### src/rtl/vct_pkg.sv
package vct_pkg;
  typedef enum logic [1:0] {
    ST_IDLE = 2'd0,
    ST_RUN  = 2'd1,
    ST_DONE = 2'd2
  } seq_state_e;
endpackage

### src/rtl/vct_vec_mem.sv
module vct_vec_mem #(
  parameter int NUM_VEC = 6,
  parameter int VEC_W   = 8,
  parameter int OUT_W   = 4,
  localparam int IDX_W  = $clog2(NUM_VEC)
) (
  input  logic             clk_i,
  input  logic             rst_ni,
  input  logic             we_i,
  input  logic             lock_i,
  input  logic [IDX_W-1:0] waddr_i,
  input  logic [VEC_W-1:0] wvec_i,
  input  logic [OUT_W-1:0] wexp_i,
  input  logic [IDX_W-1:0] raddr_i,
  output logic [VEC_W-1:0] rvec_o,
  output logic [OUT_W-1:0] rexp_o
);
  logic [VEC_W-1:0] vec_q [NUM_VEC];
  logic [OUT_W-1:0] exp_q [NUM_VEC];
  logic             wr_ok;

  assign wr_ok = we_i && !lock_i && (int'(waddr_i) < NUM_VEC);

  always_ff @(posedge clk_i or negedge rst_ni) begin
    if (!rst_ni) begin
      for (int i = 0; i < NUM_VEC; i++) begin
        vec_q[i] <= '0;
        exp_q[i] <= '0;
      end
    end else if (wr_ok) begin
      vec_q[waddr_i] <= wvec_i;
      exp_q[waddr_i] <= wexp_i;
    end
  end

  assign rvec_o = vec_q[raddr_i];
  assign rexp_o = exp_q[raddr_i];

  // a write attempt during a run leaves the slot untouched
  assert_locked_write_R8: assert property (@(posedge clk_i) disable iff (!rst_ni)
    (we_i && lock_i && (int'(waddr_i) < NUM_VEC)) |=>
      (vec_q[$past(waddr_i)] == $past(vec_q[waddr_i])))
    else $error("locked write changed storage");
endmodule

### src/rtl/vct_slot_timer.sv
module vct_slot_timer #(
  parameter int SLOW_DIV = 4,
  localparam int DIV_W   = $clog2(SLOW_DIV)
) (
  input  logic clk_i,
  input  logic rst_ni,
  input  logic run_i,
  input  logic fast_i,
  output logic tick_o
);
  localparam logic [DIV_W-1:0] DIV_LAST = DIV_W'(SLOW_DIV - 1);

  logic [DIV_W-1:0] div_q;

  assign tick_o = run_i && (fast_i || (div_q == DIV_LAST));

  always_ff @(posedge clk_i or negedge rst_ni) begin
    if (!rst_ni)                div_q <= '0;
    else if (!run_i || tick_o)  div_q <= '0;
    else                        div_q <= div_q + 1'b1;
  end

  assert_div_range_R4: assert property (@(posedge clk_i) disable iff (!rst_ni)
    div_q <= DIV_LAST)
    else $error("slot divider out of range");

  assert_slow_count_R4: assert property (@(posedge clk_i) disable iff (!rst_ni)
    (run_i && !tick_o) |=> (div_q == $past(div_q) + 1'b1))
    else $error("slow slot did not count");
endmodule

### src/rtl/vct_seq_ctrl.sv
module vct_seq_ctrl #(
  parameter int NUM_VEC = 6,
  localparam int IDX_W  = $clog2(NUM_VEC)
) (
  input  logic             clk_i,
  input  logic             rst_ni,
  input  logic             start_i,
  input  logic             tick_i,
  output logic             start_ok_o,
  output logic             busy_o,
  output logic             done_o,
  output logic             fast_o,
  output logic [IDX_W-1:0] pass_o,
  output logic [IDX_W-1:0] idx_o
);
  import vct_pkg::*;

  localparam logic [IDX_W-1:0] LAST = IDX_W'(NUM_VEC - 1);

  seq_state_e       state_q;
  logic [IDX_W-1:0] pass_q, idx_q;

  assign busy_o     = (state_q == ST_RUN);
  assign done_o     = (state_q == ST_DONE);
  assign start_ok_o = start_i && !busy_o;
  assign fast_o     = busy_o && (idx_q == pass_q);
  assign pass_o     = pass_q;
  assign idx_o      = idx_q;

  always_ff @(posedge clk_i or negedge rst_ni) begin
    if (!rst_ni) begin
      state_q <= ST_IDLE;
      pass_q  <= '0;
      idx_q   <= '0;
    end else if (start_ok_o) begin
      state_q <= ST_RUN;
      pass_q  <= '0;
      idx_q   <= '0;
    end else if (busy_o && tick_i) begin
      if (idx_q == LAST) begin
        idx_q <= '0;
        if (pass_q == LAST) begin
          pass_q  <= '0;
          state_q <= ST_DONE;
        end else begin
          pass_q <= pass_q + 1'b1;
        end
      end else begin
        idx_q <= idx_q + 1'b1;
      end
    end
  end

  assert_start_R2: assert property (@(posedge clk_i) disable iff (!rst_ni)
    (start_i && !busy_o) |=> (busy_o && idx_q == '0 && pass_q == '0))
    else $error("start not taken");

  assert_step_R5: assert property (@(posedge clk_i) disable iff (!rst_ni)
    (busy_o && tick_i && idx_q != LAST) |=>
      (idx_q == $past(idx_q) + 1'b1 && pass_q == $past(pass_q)))
    else $error("index did not step");

  assert_wrap_R5: assert property (@(posedge clk_i) disable iff (!rst_ni)
    (busy_o && tick_i && idx_q == LAST && pass_q != LAST) |=>
      (idx_q == '0 && pass_q == $past(pass_q) + 1'b1))
    else $error("pass did not advance");

  assert_hold_R4: assert property (@(posedge clk_i) disable iff (!rst_ni)
    (busy_o && !tick_i && !start_i) |=> ($stable(idx_q) && $stable(pass_q)))
    else $error("index moved without clock enable");

  assert_fast_once_R3: assert property (@(posedge clk_i) disable iff (!rst_ni)
    fast_o |=> !fast_o)
    else $error("two fast cycles in a row");

  assert_done_R6: assert property (@(posedge clk_i) disable iff (!rst_ni)
    (busy_o && tick_i && idx_q == LAST && pass_q == LAST) |=> (done_o && !busy_o))
    else $error("done not reached");
endmodule

### src/rtl/vct_out_check.sv
module vct_out_check #(
  parameter int OUT_W = 4
) (
  input  logic             clk_i,
  input  logic             rst_ni,
  input  logic             clr_i,
  input  logic             active_i,
  input  logic             strobe_i,
  input  logic [OUT_W-1:0] exp_i,
  input  logic [OUT_W-1:0] obs_i,
  output logic             fail_o
);
  logic fail_q;

  always_ff @(posedge clk_i or negedge rst_ni) begin
    if (!rst_ni)                                        fail_q <= 1'b0;
    else if (clr_i)                                     fail_q <= 1'b0;
    else if (active_i && strobe_i && (obs_i != exp_i))  fail_q <= 1'b1;
  end

  assign fail_o = fail_q;

  assert_sticky_R9: assert property (@(posedge clk_i) disable iff (!rst_ni)
    (fail_q && !clr_i) |=> fail_q)
    else $error("fail flag dropped");

  assert_idle_strobe_R9: assert property (@(posedge clk_i) disable iff (!rst_ni)
    (!active_i && !clr_i && !fail_q) |=> !fail_q)
    else $error("fail set outside a run");
endmodule

### src/rtl/vct_sequencer.sv
module vct_sequencer #(
  parameter int NUM_VEC  = 6,
  parameter int VEC_W    = 8,
  parameter int OUT_W    = 4,
  parameter int SLOW_DIV = 4,
  localparam int IDX_W   = $clog2(NUM_VEC)
) (
  input  logic             clk_i,
  input  logic             rst_ni,
  input  logic             start_i,
  input  logic             ld_we_i,
  input  logic [IDX_W-1:0] ld_addr_i,
  input  logic [VEC_W-1:0] ld_vec_i,
  input  logic [OUT_W-1:0] ld_exp_i,
  input  logic             strobe_i,
  input  logic [OUT_W-1:0] cut_out_i,
  output logic             cut_clk_en_o,
  output logic             fast_o,
  output logic [VEC_W-1:0] cut_vec_o,
  output logic [IDX_W-1:0] pass_o,
  output logic [IDX_W-1:0] idx_o,
  output logic             busy_o,
  output logic             done_o,
  output logic             fail_o
);
  logic             tick, start_ok, busy, fast;
  logic [IDX_W-1:0] idx;
  logic [VEC_W-1:0] rvec;
  logic [OUT_W-1:0] rexp;

  vct_seq_ctrl #(.NUM_VEC(NUM_VEC)) u_ctrl (
    .clk_i      (clk_i),
    .rst_ni     (rst_ni),
    .start_i    (start_i),
    .tick_i     (tick),
    .start_ok_o (start_ok),
    .busy_o     (busy),
    .done_o     (done_o),
    .fast_o     (fast),
    .pass_o     (pass_o),
    .idx_o      (idx)
  );

  vct_slot_timer #(.SLOW_DIV(SLOW_DIV)) u_timer (
    .clk_i  (clk_i),
    .rst_ni (rst_ni),
    .run_i  (busy),
    .fast_i (fast),
    .tick_o (tick)
  );

  vct_vec_mem #(.NUM_VEC(NUM_VEC), .VEC_W(VEC_W), .OUT_W(OUT_W)) u_mem (
    .clk_i   (clk_i),
    .rst_ni  (rst_ni),
    .we_i    (ld_we_i),
    .lock_i  (busy),
    .waddr_i (ld_addr_i),
    .wvec_i  (ld_vec_i),
    .wexp_i  (ld_exp_i),
    .raddr_i (idx),
    .rvec_o  (rvec),
    .rexp_o  (rexp)
  );

  vct_out_check #(.OUT_W(OUT_W)) u_chk (
    .clk_i    (clk_i),
    .rst_ni   (rst_ni),
    .clr_i    (start_ok),
    .active_i (busy),
    .strobe_i (strobe_i),
    .exp_i    (rexp),
    .obs_i    (cut_out_i),
    .fail_o   (fail_o)
  );

  assign cut_clk_en_o = tick;
  assign fast_o       = fast;
  assign busy_o       = busy;
  assign idx_o        = idx;
  assign cut_vec_o    = busy ? rvec : '0;

  assert_quiet_idle_R7: assert property (@(posedge clk_i) disable iff (!rst_ni)
    !busy_o |-> (!cut_clk_en_o && !fast_o && cut_vec_o == '0))
    else $error("activity while idle");

  assert_done_excl_R6: assert property (@(posedge clk_i) disable iff (!rst_ni)
    done_o |-> !busy_o)
    else $error("done while busy");

  assert_done_hold_R6: assert property (@(posedge clk_i) disable iff (!rst_ni)
    (done_o && !start_i) |=> done_o)
    else $error("done dropped without start");
endmodule

### config.mk
export PLATFORM = sky130hd
export DESIGN_NAME = vct_sequencer
export DESIGN_NICKNAME = d
export VERILOG_FILES = /design/src/rtl/vct_pkg.sv /design/src/rtl/vct_vec_mem.sv /design/src/rtl/vct_slot_timer.sv /design/src/rtl/vct_seq_ctrl.sv /design/src/rtl/vct_out_check.sv /design/src/rtl/vct_sequencer.sv
export SDC_FILE = /design/constraint.sdc
export NUM_CORES = 1
export LEC_CHECK = 0
export CORE_UTILIZATION = 50
export DETAILED_ROUTE_END_ITERATION = 6
export DONT_BUFFER_PORTS = 1
export PLACE_DENSITY = 0.7
export SLEW_MARGIN = 20
export SYNTH_ARGS = -nofsm -noshare
export SYNTH_HDL_FRONTEND = slang
export SYNTH_HIERARCHICAL = 1
export SYNTH_SLANG_ARGS = --single-unit
### constraint.sdc
create_clock -name clk_i -period 5.79 [get_ports clk_i]
set_input_delay 1.4475 -clock clk_i [delete_from_list [all_inputs] [get_ports clk_i]]
set_output_delay 1.4475 -clock clk_i [all_outputs]
set_load 0.05 [all_outputs]
== Word-level counts from Yosys, hierarchy flattened ==
Cells that the tools add are included.

* Bits in registers: 83
* Word-level logic and storage cells: 78

* Add/subtract/negate cells: 3
* Order comparisons: 4
* Eq/ne operators: 7
* Mux-type cells: 27
* Bitwise logic cells: 2
* Reduce and logical (&&, ||, !) cells: 18

{| class="wikitable"
|+ Operator list
! cell !! count
|-
| 48-bit bitwise mux || 1
|-
| 8-bit two-way mux || 4
|-
| 8-bit binary-select mux with 3-bit select || 1
|-
| 24-bit bitwise mux || 1
|-
| 8-bit demux with 3-bit select || 1
|-
| 3-bit two-way mux || 7
|-
| 4-bit binary-select mux with 3-bit select || 1
|-
| 4-bit demux with 3-bit select || 1
|-
| 4-bit two-way mux || 3
|-
| 2-bit two-way mux || 5
|-
| 1-bit logical AND || 9
|-
| 4-bit greater-or-equal comparator, second input constant || 2
|-
| 3-bit NOT with 4-bit output || 2
|-
| 2-bit nonzero test || 4
|-
| 3-bit by 1-bit adder with 3-bit output, second input constant || 2
|-
| 3-bit equality test, second input constant || 2
|-
| 2-bit equality test, second input constant || 2
|-
| 4-bit by 1-bit less-than comparator with 1-bit output, second input constant || 1
|-
| 4-bit != test || 1
|-
| 3-bit equality test || 1
|-
| 3-bit less-than comparator, second input constant || 1
|-
| 3-bit AND reduction || 1
|-
| 2-bit by 1-bit adder with 2-bit output, second input constant || 1
|-
| 2-bit by 1-bit equality test with 1-bit output, second input constant || 1
|-
| other kinds (4) || 6
|}

== Longest topological paths before layout ==
Gate-level depths: netlist (run 1).

* Depth in word-level cells: 8
* Gate-level depth with buffers: 8
* Depth with buffers taken out: 6

== Cells and area by module ==
Netlist (run 1), hierarchy kept.

{| class="wikitable"
|+ Modules (own cells, without submodules)
! module !! instances !! cells each !! area an instance (um2) !! sequential area each (um2)
|-
| vct_vec_mem || 1 || 230 || 3334.4 || 1801.7
|-
| vct_seq_ctrl || 1 || 42 || 427.9 || 200.2
|-
| vct_slot_timer || 1 || 6 || 97.6 || 50.0
|-
| vct_out_check || 1 || 9 || 86.3 || 25.0
|-
| vct_sequencer || 1 || 8 || 50.0 || 0.0
|}

== Least setup slack after synthesis (run 1) ==
Ideal clock, no wire load.

* Path type: register to output
* From: register u_ctrl.idx_q[2], in the netlist u_ctrl/idx_o[2]
* To: output cut_clk_en_o
* Arrival time: 3.298 ns
* Slack: 1.044 ns
* Stages on the path, launching flop included: 4
* Buffers on the path: 0
* Cells stage by stage: dfrtp_1 xor2_1 nor4_1 o21a_1

* Longest elaborated chain between the ends: 4

{| class="wikitable"
|+ Ends and longest elaborated chain
! item !! RTL line !! text
|-
| from (decl) || vct_seq_ctrl.sv:21 || <nowiki>logic [IDX_W-1:0] pass_q, idx_q;</nowiki>
|-
| from (signal assigned) || vct_seq_ctrl.sv:49 || <nowiki>idx_q <= idx_q + 1'b1;</nowiki>
|-
| 3-bit equality test || vct_seq_ctrl.sv:26 || <nowiki>assign fast_o = busy_o && (idx_q == pass_q);</nowiki>
|-
| 1-bit logical AND || vct_seq_ctrl.sv:26 ||
|-
| via fast_o || vct_sequencer.sv:18 || <nowiki>output logic fast_o,</nowiki>
|-
| 1-bit logical OR || vct_slot_timer.sv:15 || <nowiki>assign tick_o = run_i && (fast_i || (div_q == DIV_LAST));</nowiki>
|-
| 1-bit logical AND || vct_slot_timer.sv:15 ||
|-
| to (decl) || vct_sequencer.sv:17 || <nowiki>output logic cut_clk_en_o,</nowiki>
|}

The timed path passes the listed nets, and every way through them passes these cells.

== Worst setup path in the final report (run 1) ==
* From: register u_ctrl.idx_q[0], in the netlist u_ctrl/idx_o[0]
* To: output cut_vec_o[2]

* Longest elaborated chain between the ends: 5

{| class="wikitable"
|+ Ends and longest elaborated chain
! item !! RTL line !! text
|-
| 3-bit NOT with 4-bit output (not written as such) || vct_vec_mem.sv:36 || <nowiki>assign rvec_o = vec_q[raddr_i];</nowiki>
|-
| 8-bit binary-select mux with 3-bit select || vct_vec_mem.sv:36 ||
|-
| 8-bit two-way mux (not written as such) (2 in series) || vct_vec_mem.sv:36 ||
|-
| via rvec[2] || vct_sequencer.sv:28 || <nowiki>logic [VEC_W-1:0] rvec;</nowiki>
|-
| 8-bit two-way mux || vct_sequencer.sv:80 || <nowiki>assign cut_vec_o = busy ? rvec : '0;</nowiki>
|-
| to (decl) || vct_sequencer.sv:19 || <nowiki>output logic [VEC_W-1:0] cut_vec_o,</nowiki>
|}

The timed path passes the listed nets, and every way through them passes these cells. The select of a mux whose other input is x is not followed.

==> results.sh, run 1 <==
export IMPL_cts_resized=0
export IMPL_max_slew_worst_pin_slew_ps=1090
export IMPL_dp_slack_ps=1970
export IMPL_worstHoldPathCells=1
export IMPL_comb_power_share_pct=28.7
export IMPL_synth_seq_cells=83
export IMPL_r2r_start="u_ctrl/idx_o[0]"
export IMPL_grt_max_degree=84
export IMPL_netlist_area_um2=4000
export IMPL_grt_pass1_wl_mm=12.8
export IMPL_die_area_um2=8350
export IMPL_drv_cap=0
export IMPL_grt_ovfl_total=0
export IMPL_dpl_cell_area_um2=4060
export IMPL_timing_final_ws_setup_ps=1610
export IMPL_num_vias=2373
export IMPL_leakage_nw=1.99
export IMPL_ir_drop_mv=0.179
export IMPL_start_util_pct=51.7
export IMPL_diodes=0
export IMPL_cts_tree="done"
export IMPL_fin_crit_sh_pct=72.2
export IMPL_cts_max_path_buffers=2
export IMPL_netlist_instances=295
export IMPL_holdPathEnd="u_timer/div_q[0]"
export IMPL_postCtsSetupRepairBufs=0
export IMPL_slew_viol_final=0
export IMPL_io_pins=43
export IMPL_place_gp_congestion=0.749
export IMPL_rsz0062_at_grt="false"
export IMPL_yosys_warnings=6
export IMPL_hold_viol=0
export IMPL_die_h_um=91.4
export IMPL_synth_largest_area_cell="dfrtp_1"
export IMPL_rows=32
export IMPL_hold_path_class="register to register"
export IMPL_wl_per_cell_um=19.5
export IMPL_cp_start_kind="register"
export IMPL_postLayoutCellArea_um2=4250
export IMPL_swShare_pct=38.0
export IMPL_critPathCaptureType="primary output"
export IMPL_cts_root_buf="clkbuf_8"
export IMPL_dr_first_iter_drc_count=88
export IMPL_die_w_um=91.4
export IMPL_rr_worst_depth=7
export IMPL_crit_required_ps=4340
export IMPL_hold_start="u_timer/div_q[0]"
export IMPL_fillCellCount=663
export IMPL_layout_drive_gt1_share_pct=33.8
export IMPL_status="finished, final reports clean"
export IMPL_clkPwrFrac_pct=23.2
export IMPL_placement_io_buffers=0
export IMPL_powerDensity_nw_per_um2=415
export IMPL_ant_nets=0
export IMPL_dp_hpwl_mm=4.82
export IMPL_rrSetupSlack_ps=2600
export IMPL_synth_distinct_cells=39
export IMPL_drc=0
export IMPL_max_freq_mhz=239
export IMPL_areaGrowthSynthToFinish_pct=6.45
export IMPL_antenna_found_initial=0
export IMPL_min_period_ps=4180
export IMPL_viasPerCell=5.92
export IMPL_setup_viol=0
export IMPL_intPower_mw=1.09
export IMPL_power_frac_seq_pct=48.1
export IMPL_cp_max_fo=31
export IMPL_finClkSkew_ps=5.91
export IMPL_cts_max_level=3
export IMPL_fin_tns_setup_ps=0
export IMPL_ys_seq_area_share_pct=52.0
export IMPL_clkLatencyLatePin_ps=350
export IMPL_ctsHoldBuffers=0
export IMPL_synth_top_cell_area_share_pct=52.0
export IMPL_wirelength_mm=7.81
export IMPL_synth_nets=320
export IMPL_slew_headroom_pct=26.9
export IMPL_cts_made_buffers=9
export IMPL_synth_area_leaders="dfrtp_1, mux2_2, mux2i_1"
export IMPL_syn_area_per_cell_um2=13.5
export IMPL_grt_usage_pct=20.4
export IMPL_r2r_end="u_ctrl/pass_o[2]"
export IMPL_clock_sinks=83
export IMPL_grt_pass1_vias=2480
export IMPL_cp_arrival_ps=2740
export IMPL_coreArea_um2=7730
export IMPL_nNetsFinal=319
export IMPL_p_sw_uw=670
export IMPL_path_clk_slew_ps=80
export IMPL_drtPass1Iterations=4
export IMPL_critical_path_class="register to primary output"
flip-flops by register name, indices dropped and copies added (netlist names):
name,cells
u_ctrl/state_q,2
u_ctrl/idx_o,3
u_timer/div_q,2
u_mem/exp_q,24
u_mem/vec_q,48
u_ctrl/pass_o,3
u_chk/fail_o,1
metrics by stage:
step	utilization (%)	std cells	power, mW	hold WS, ps
after floorplan	-	295	1.27	434
after global placement	52.5	385	1.36	444
after detailed placement	52.5	385	1.37	451
after CTS	55.1	401	1.78	462
after global routing	55.1	401	1.86	480
final	55.1	401	1.76	460
power by group through the flow:
| stage | clock network [mW] | registers [mW] | logic [mW] |
|---|---|---|---|
| finish | 0.409 | 0.850 | 0.506 |
| floorplan | 0 | 0.809 | 0.461 |
| global route | 0.446 | 0.868 | 0.543 |
| detailed placement | 0 | 0.865 | 0.509 |
| CTS | 0.422 | 0.852 | 0.510 |
| global placement | 0 | 0.861 | 0.502 |
synthesized netlist by cell type, drive strengths merged:
library cell  count
nand3b            5
nor4              2
nand3             1
or3               1
nand4b            1
a21o              1
o211ai            1
mux2i            36
xnor2             4
o32a             12
nor4b             1
mux2             72
inv               4
and4bb            1
or4b              1
nand2             4
a31o              2
buf              11
ha                1
or4               1
and2              8
dfrtp            83
and3b             1
nor3b             3
a41o              1
a21oi             4
o21a              1
nor3              1
nor2              3
clkbuf            4
o21ai            16
nor2b             1
nand2b            4
xor2              3
worst max-delay path, stage by stage (launching register included):
cell and delay [ps]:
dfrtp_2 990, nand2b_1 580, o21ai_0 330, and2_1 470
worst max path at each step:
| stage | startpoint | end | slack (ps) | cells past startpoint |
|---|---|---|---|---|
| final | u_ctrl/idx_o[0] | cut_vec_o[2] | 1610 | 3 |
| after global routing | u_ctrl/idx_o[0] | cut_vec_o[6] | 1400 | 3 |
| after CTS | u_ctrl/idx_o[0] | cut_vec_o[2] | 1590 | 3 |
| after detailed placement | u_ctrl/idx_o[0] | cut_vec_o[2] | 1970 | 3 |
| after global placement | u_ctrl/idx_o[0] | cut_vec_o[2] | 2010 | 3 |
| after floorplan | u_ctrl/idx_o[2] | cut_clk_en_o | 1040 | 3 |
layout make-up:
cell class                      count  area, um^2  area share [%]
Clock buffer                       11         141            3.32
Clock inverter                      5        52.6            1.24
Inverter                            4        15.0           0.353
Multi-Input combinational cell    193        1820            42.7
Sequential cell                    83        2080            48.9
Tap cell                          102         128            3.00
Timing Repair Buffer                3        22.5           0.529
metal layers:
layer  GRT usage [%]  wire [um]
met1            25.7       3550
met2            33.3       3870
met3            7.20        340
met4            5.42         46
met5               0          0
cell usage in the layout (no fill, tap or decap), drive strengths merged, types with 4 or more instances in the layout:
cell type  netlist  layout
nand2b           4       4
mux2            72      72
clkbuf           4      11
nand3b           5       5
inv              4       4
a21oi            4       4
dfrtp           83      83
o21ai           16      16
nand2            4       4
o32a            12      12
mux2i           36      36
and2             8       8
xnor2            4       4
kinds of logic (layout without fill, tap and decap cells):
family,Yosys count,after routing,share of synthesized area (%)
adder cells (fa/ha/maj),1,1,0.313
AND/OR/NAND/NOR,39,39,7.26
multiplexers,108,108,29.3
AO/OA/AOI/OAI,38,38,6.86
buffers and inverters,19,23,2.76
flip-flops,83,83,52.0
XOR/XNOR,7,7,1.53
Power figures use the tool's default switching activity.
==> run 2: changes to the inputs <==
clock period = 3.9 ns   (was 5.79 ns; I/O delays follow)
==> run 2 against run 1 <==
Against the previous run: final area increased by 1.4%; via count increased by 0.63%; combinational power increased by 61%; sequential power increased by 46%; critical path depth increased by 1; setup slack got worse by 1100 ps; register-to-register slack got worse by 1600 ps; first-iteration DRC count increased by 76%; final cell count increased by 1.0%; critical endpoint unchanged.
==> results.sh, run 2 (synthesized netlist as in run 1, its figures left out) <==
export IMPL_ir_drop_mv=0.369
export IMPL_slew_headroom_pct=38.2
export IMPL_grt_pass1_wl_mm=13.2
export IMPL_worstPathCellList="nand2b_1 > o32a_1 > o21ai_0 > and2_1"
export IMPL_wl_met2_mm=3.87
export IMPL_leakage_nw=2.02
export IMPL_largest_registers="u_mem/vec_q: 48 flops, u_mem/exp_q: 24 flops"
export IMPL_ctsHoldBuffers=0
export IMPL_clock_sinks=83
export IMPL_start_util_pct=51.7
export IMPL_setup_viol=0
export IMPL_clkPwrFrac_pct=24.4
export IMPL_intPower_mw=1.71
export IMPL_path_clk_slew_ps=80
export IMPL_multiInputGateArea_um2=1820
export IMPL_critPathCaptureType="primary output"
export IMPL_dr_wl_met3_um=305
export IMPL_layout_drive_gt1_share_pct=35.0
export IMPL_dp_slack_ps=894
export IMPL_slew_viol_final=0
export IMPL_regArea_um2=2080
export IMPL_fin_crit_sh_pct=87.5
export IMPL_cp_max_fo=21
export IMPL_postCtsSetupRepairBufs=0
export IMPL_final_cells=405
export IMPL_wirelength_mm=8.04
export IMPL_fin_tns_setup_ps=0
export IMPL_num_vias=2388
export IMPL_timing_final_ws_setup_ps=488
export IMPL_coreArea_um2=7730
export IMPL_finClkSkew_ps=6.84
export IMPL_placement_io_buffers=0
export IMPL_p_sw_mw=1.02
export IMPL_dpl_cell_area_um2=4100
export IMPL_cts_max_path_buffers=2
export IMPL_wl_per_cell_um=19.8
export IMPL_ant_nets=0
export IMPL_dp_hpwl_mm=5.23
export IMPL_dr_first_iter_drc_count=155
export IMPL_diodes=0
export IMPL_fillCellCount=638
export IMPL_swShare_pct=37.3
export IMPL_final_common_cell="dfrtp_1"
export IMPL_met1_length_mm=3.79
export IMPL_cp_arrival_ps=2440
export IMPL_powerDensity_nw_per_um2=631
export IMPL_dpl_cell_count=390
export IMPL_die_w_um=91.4
export IMPL_cts_root_buf="clkbuf_8"
export IMPL_largest_reg_flops=48
export IMPL_cts_resized=0
export IMPL_die_h_um=91.4
export IMPL_rsz0062_at_grt="false"
export IMPL_crit_required_ps=2920
export IMPL_rows=32
export IMPL_top_register="u_mem/vec_q"
export IMPL_cts_tree="done"
export IMPL_drtPass1Iterations=4
export IMPL_areaGrowthSynthToFinish_pct=7.92
export IMPL_max_slew_worst_pin_slew_ps=925
export IMPL_cts_made_buffers=9
export IMPL_grt_usage_pct=21.0
export IMPL_drc=0
export IMPL_clkLatencyLatePin_ps=350
export IMPL_slowest_delay_ps=640
export IMPL_hold_path_class="input pin to asynchronous set/reset pin"
export IMPL_antenna_found_initial=0
export IMPL_viasPerCell=5.90
export IMPL_highest_layer="met4"
export IMPL_grt_pass1_vias=2502
export IMPL_nNetsFinal=324
export IMPL_status="finished, final reports clean"
export IMPL_finalPower_mw=2.72
export IMPL_postLayoutCellArea_um2=4310
export IMPL_place_gp_congestion=0.843
export IMPL_grt_ovfl_total=0
export IMPL_cp_start_kind="register"
export IMPL_min_period_ps=3410
export IMPL_layout_common_cells="dfrtp_1, mux2_2, mux2i_1"
export IMPL_cp_slowest_cell="dfrtp_2"
export IMPL_comb_power_share_pct=29.9
export IMPL_io_pins=43
export IMPL_drv_cap=0
export IMPL_grt_max_degree=84
export IMPL_hold_viol=0
export IMPL_die_area_um2=8350
export IMPL_power_frac_seq_pct=45.6
export IMPL_critical_path_class="register to primary output"
export IMPL_rr_worst_depth=7
export IMPL_cts_max_level=3
export IMPL_max_freq_mhz=293
==> run 2: worst paths after layout <==
| kind | endpoint | from | slack (ps) |
|---|---|---|---|
| worst max-delay path | cut_vec_o[2] | u_ctrl/idx_o[1] | 490 |
| worst min-delay path | u_mem/exp_q[11] | rst_ni | 320 |
| worst max register to register | u_ctrl/pass_o[2] | u_ctrl/state_q[1] | 960 |
| worst min register to register | u_timer/div_q[0] | u_timer/div_q[0] | 470 |
| max in group asynchronous | u_mem/vec_q[40] | rst_ni | 3470 |
| min in group clk_i | u_timer/div_q[0] | u_timer/div_q[0] | 470 |
==> run 2: power by group through the flow <==
| stage | clock, mW | sequential (mW) | combinational [mW] |
|---|---|---|---|
| after floorplan | 0 | 1.20 | 0.692 |
| after global placement | 0 | 1.26 | 0.804 |
| after detailed placement | 0 | 1.26 | 0.814 |
| after CTS | 0.681 | 1.25 | 0.815 |
| after global routing | 0.712 | 1.27 | 0.872 |
| final | 0.666 | 1.24 | 0.814 |
==> run 2: routing by layer <==
metal	GRT usage (%)	up-vias
met3	5.44	8
li1	-	1105
met5	0	-
met4	6.61	0
met1	29.0	1232
met2	32.5	43
==> run 2: area by class of cell <==
type | instances | share of cell area (%)
Sequential cell | 83 | 48.2
Multi-Input combinational cell | 193 | 42.1
Clock buffer | 10 | 3.19
Tap cell | 102 | 2.96
Clock inverter | 5 | 1.80
Timing Repair Buffer | 8 | 1.39
Inverter | 4 | 0.348
==> run 2: stage by stage <==
step	util [%]	hold slack (ps)
final	55.8	316
after detailed placement	53.0	445
after CTS	55.8	295
after floorplan	-	434
after global placement	53.0	442
after global routing	55.8	294
==> run 2: worst max-delay path: cells and delay by family (launching register included) <==
kind,cells,cell delay (ps)
AND/OR/NAND/NOR,2,1030
flip-flops,1,640
AO/OA/AOI/OAI,2,400
==> run 3: changes to the inputs <==
CORE_MARGIN = 2   (was default)
==> run 3 against run 2 <==
Against the previous run: register-to-register slack worse by 60 ps; clock skew is 6.0 ps higher; routed wire length is 0.77% lower; global-route usage is 1.3 points lower; clock power is 9.5% lower; non-clock buffer count stayed put; clock-buffer cell count stayed put; maximum frequency is 2.4% higher; setup slack better by 82 ps; die area is 4.4% higher; sequential share of layout area is 0.27 points higher; critical path type unchanged.
==> results.sh, run 3 (synthesized netlist as in run 1, its figures left out) <==
export IMPL_clock_sinks=83
export IMPL_multiInputGateArea_um2=1820
export IMPL_fillCellCount=633
export IMPL_hold_path_class="input pin to asynchronous set/reset pin"
export IMPL_io_pins=43
export IMPL_slew_headroom_pct=38.2
export IMPL_grt_ovfl_total=0
export IMPL_crit_buf_inv=1
export IMPL_fin_crit_sh_pct=85.4
export IMPL_cts_made_buffers=9
export IMPL_die_h_um=93.4
export IMPL_final_common_cell="dfrtp_1"
export IMPL_timing_final_ws_setup_ps=570
export IMPL_die_w_um=93.4
export IMPL_powerDensity_nw_per_um2=616
export IMPL_cp_slowest_cell="dfrtp_1"
export IMPL_dr_first_iter_drc_count=99
export IMPL_path_clk_slew_ps=90
export IMPL_ir_drop_mv=0.257
export IMPL_worstPathCellList="xor2_1 > nor4_2 > buf_4 > o21a_1"
export IMPL_regArea_um2=2080
export IMPL_ant_nets=0
export IMPL_grt_pass1_wl_mm=12.8
export IMPL_drc=0
export IMPL_diodes=0
export IMPL_num_vias=2335
export IMPL_hold_viol=0
export IMPL_timing_critical_path_max_delay_family="flip-flops"
export IMPL_crit_required_ps=2920
export IMPL_slew_viol_final=0
export IMPL_top_register="u_mem/vec_q"
export IMPL_cts_max_level=3
export IMPL_start_util_pct=51.7
export IMPL_die_area_um2=8720
export IMPL_postLayoutCellArea_um2=4290
export IMPL_max_freq_mhz=300
export IMPL_wirelength_mm=7.97
export IMPL_areaGrowthSynthToFinish_pct=7.33
export IMPL_rows=32
export IMPL_dp_slack_ps=948
export IMPL_dpl_cell_count=390
export IMPL_drv_cap=0
export IMPL_nNetsFinal=324
export IMPL_clkLatencyLatePin_ps=340
export IMPL_drtPass1Iterations=4
export IMPL_critical_path_class="register to primary output"
export IMPL_finClkSkew_ps=12.9
export IMPL_dp_hpwl_mm=5.14
export IMPL_slowest_delay_ps=710
export IMPL_coreArea_um2=7730
export IMPL_dpl_cell_area_um2=4100
export IMPL_antenna_found_initial=0
export IMPL_place_gp_congestion=0.776
export IMPL_layout_common_cells="dfrtp_1, mux2_2, mux2i_1"
export IMPL_viasPerCell=5.77
export IMPL_layout_drive_gt1_share_pct=35.0
export IMPL_wl_per_cell_um=19.7
export IMPL_rsz0062_at_grt="false"
export IMPL_setup_viol=0
export IMPL_min_period_ps=3330
export IMPL_cts_resized=0
export IMPL_final_cells=405
export IMPL_postCtsSetupRepairBufs=0
export IMPL_cts_root_buf="clkbuf_8"
export IMPL_cts_max_path_buffers=2
export IMPL_cp_max_fo=6
export IMPL_cp_start_kind="register"
export IMPL_cp_arrival_ps=2360
export IMPL_largest_registers="u_mem/vec_q: 48 flops, u_mem/exp_q: 24 flops"
export IMPL_placement_io_buffers=0
export IMPL_cts_tree="done"
export IMPL_status="finished, final reports clean"
export IMPL_largest_reg_flops=48
export IMPL_grt_usage_pct=19.7
export IMPL_critPathCaptureType="primary output"
export IMPL_fin_tns_setup_ps=0
export IMPL_grt_pass1_vias=2411
export IMPL_grt_max_degree=84
export IMPL_max_slew_worst_pin_slew_ps=925
export IMPL_ctsHoldBuffers=0
export IMPL_leakage_nw=2.02
run 3: cell types whose count changed in the layout (fill, tap and decap cells not counted), sizes merged:
cell,delta
clkinv,+2
clkinvlp,-1
bufinv,-1
run 3: stage by stage:
step | total power, mW | hold slack, ps | utilization [%]
floorplan | 1.89 | 434 | -
global placement | 2.04 | 442 | 53.0
detailed placement | 2.06 | 449 | 53.0
CTS | 2.67 | 297 | 55.5
global route | 2.78 | 296 | 55.5
finish | 2.64 | 312 | 55.5
run 3: metal layers:
metal | GRT usage [%] | wire length (um) | vias up
met5 | 0 | 0 | -
met4 | 7.72 | 106 | 0
met3 | 4.19 | 333 | 9
met2 | 31.2 | 3780 | 35
met1 | 26.5 | 3750 | 1194
li1 | - | - | 1097
run 3: final cells by class:
| cell class | count | share of cell area (%) |
|---|---|---|
| tap | 102 | 2.98 |
| multi-input combinational | 193 | 42.3 |
| inverter | 4 | 0.350 |
| clock buffer | 10 | 3.21 |
| timing repair buffer | 8 | 1.40 |
| clock inverter | 5 | 1.25 |
| sequential | 83 | 48.5 |
run 3: worst paths after layout:
check / startpoint / to / slack [ps] / cells past startpoint
setup / recovery: u_ctrl/pass_o[2] / cut_clk_en_o / 570 / 4
hold / removal: rst_ni / u_ctrl/state_q[0] / 310 / 0
setup reg to reg: u_ctrl/pass_o[2] / u_ctrl/pass_o[2] / 900 / 7
hold reg to reg: u_timer/div_q[0] / u_timer/div_q[0] / 470 / 1
max in group asynchronous: rst_ni / u_mem/vec_q[39] / 3450 / 0
min in group clk_i: u_timer/div_q[0] / u_timer/div_q[0] / 470 / 1
run 3: worst reg2reg max path, stage by stage (launching register included):
cell and delay [ps]:
dfrtp_1 710, xor2_1 160, nor4_2 310, buf_4 270, o21a_1 560, nand4b_4 220
or4b_1 550, a21oi_1 150
run 3: where the power goes:
part / switching, mW / internal (mW)
combinational: 0.505 / 0.335
clock: 0.295 / 0.308
sequential: 0.205 / 0.996
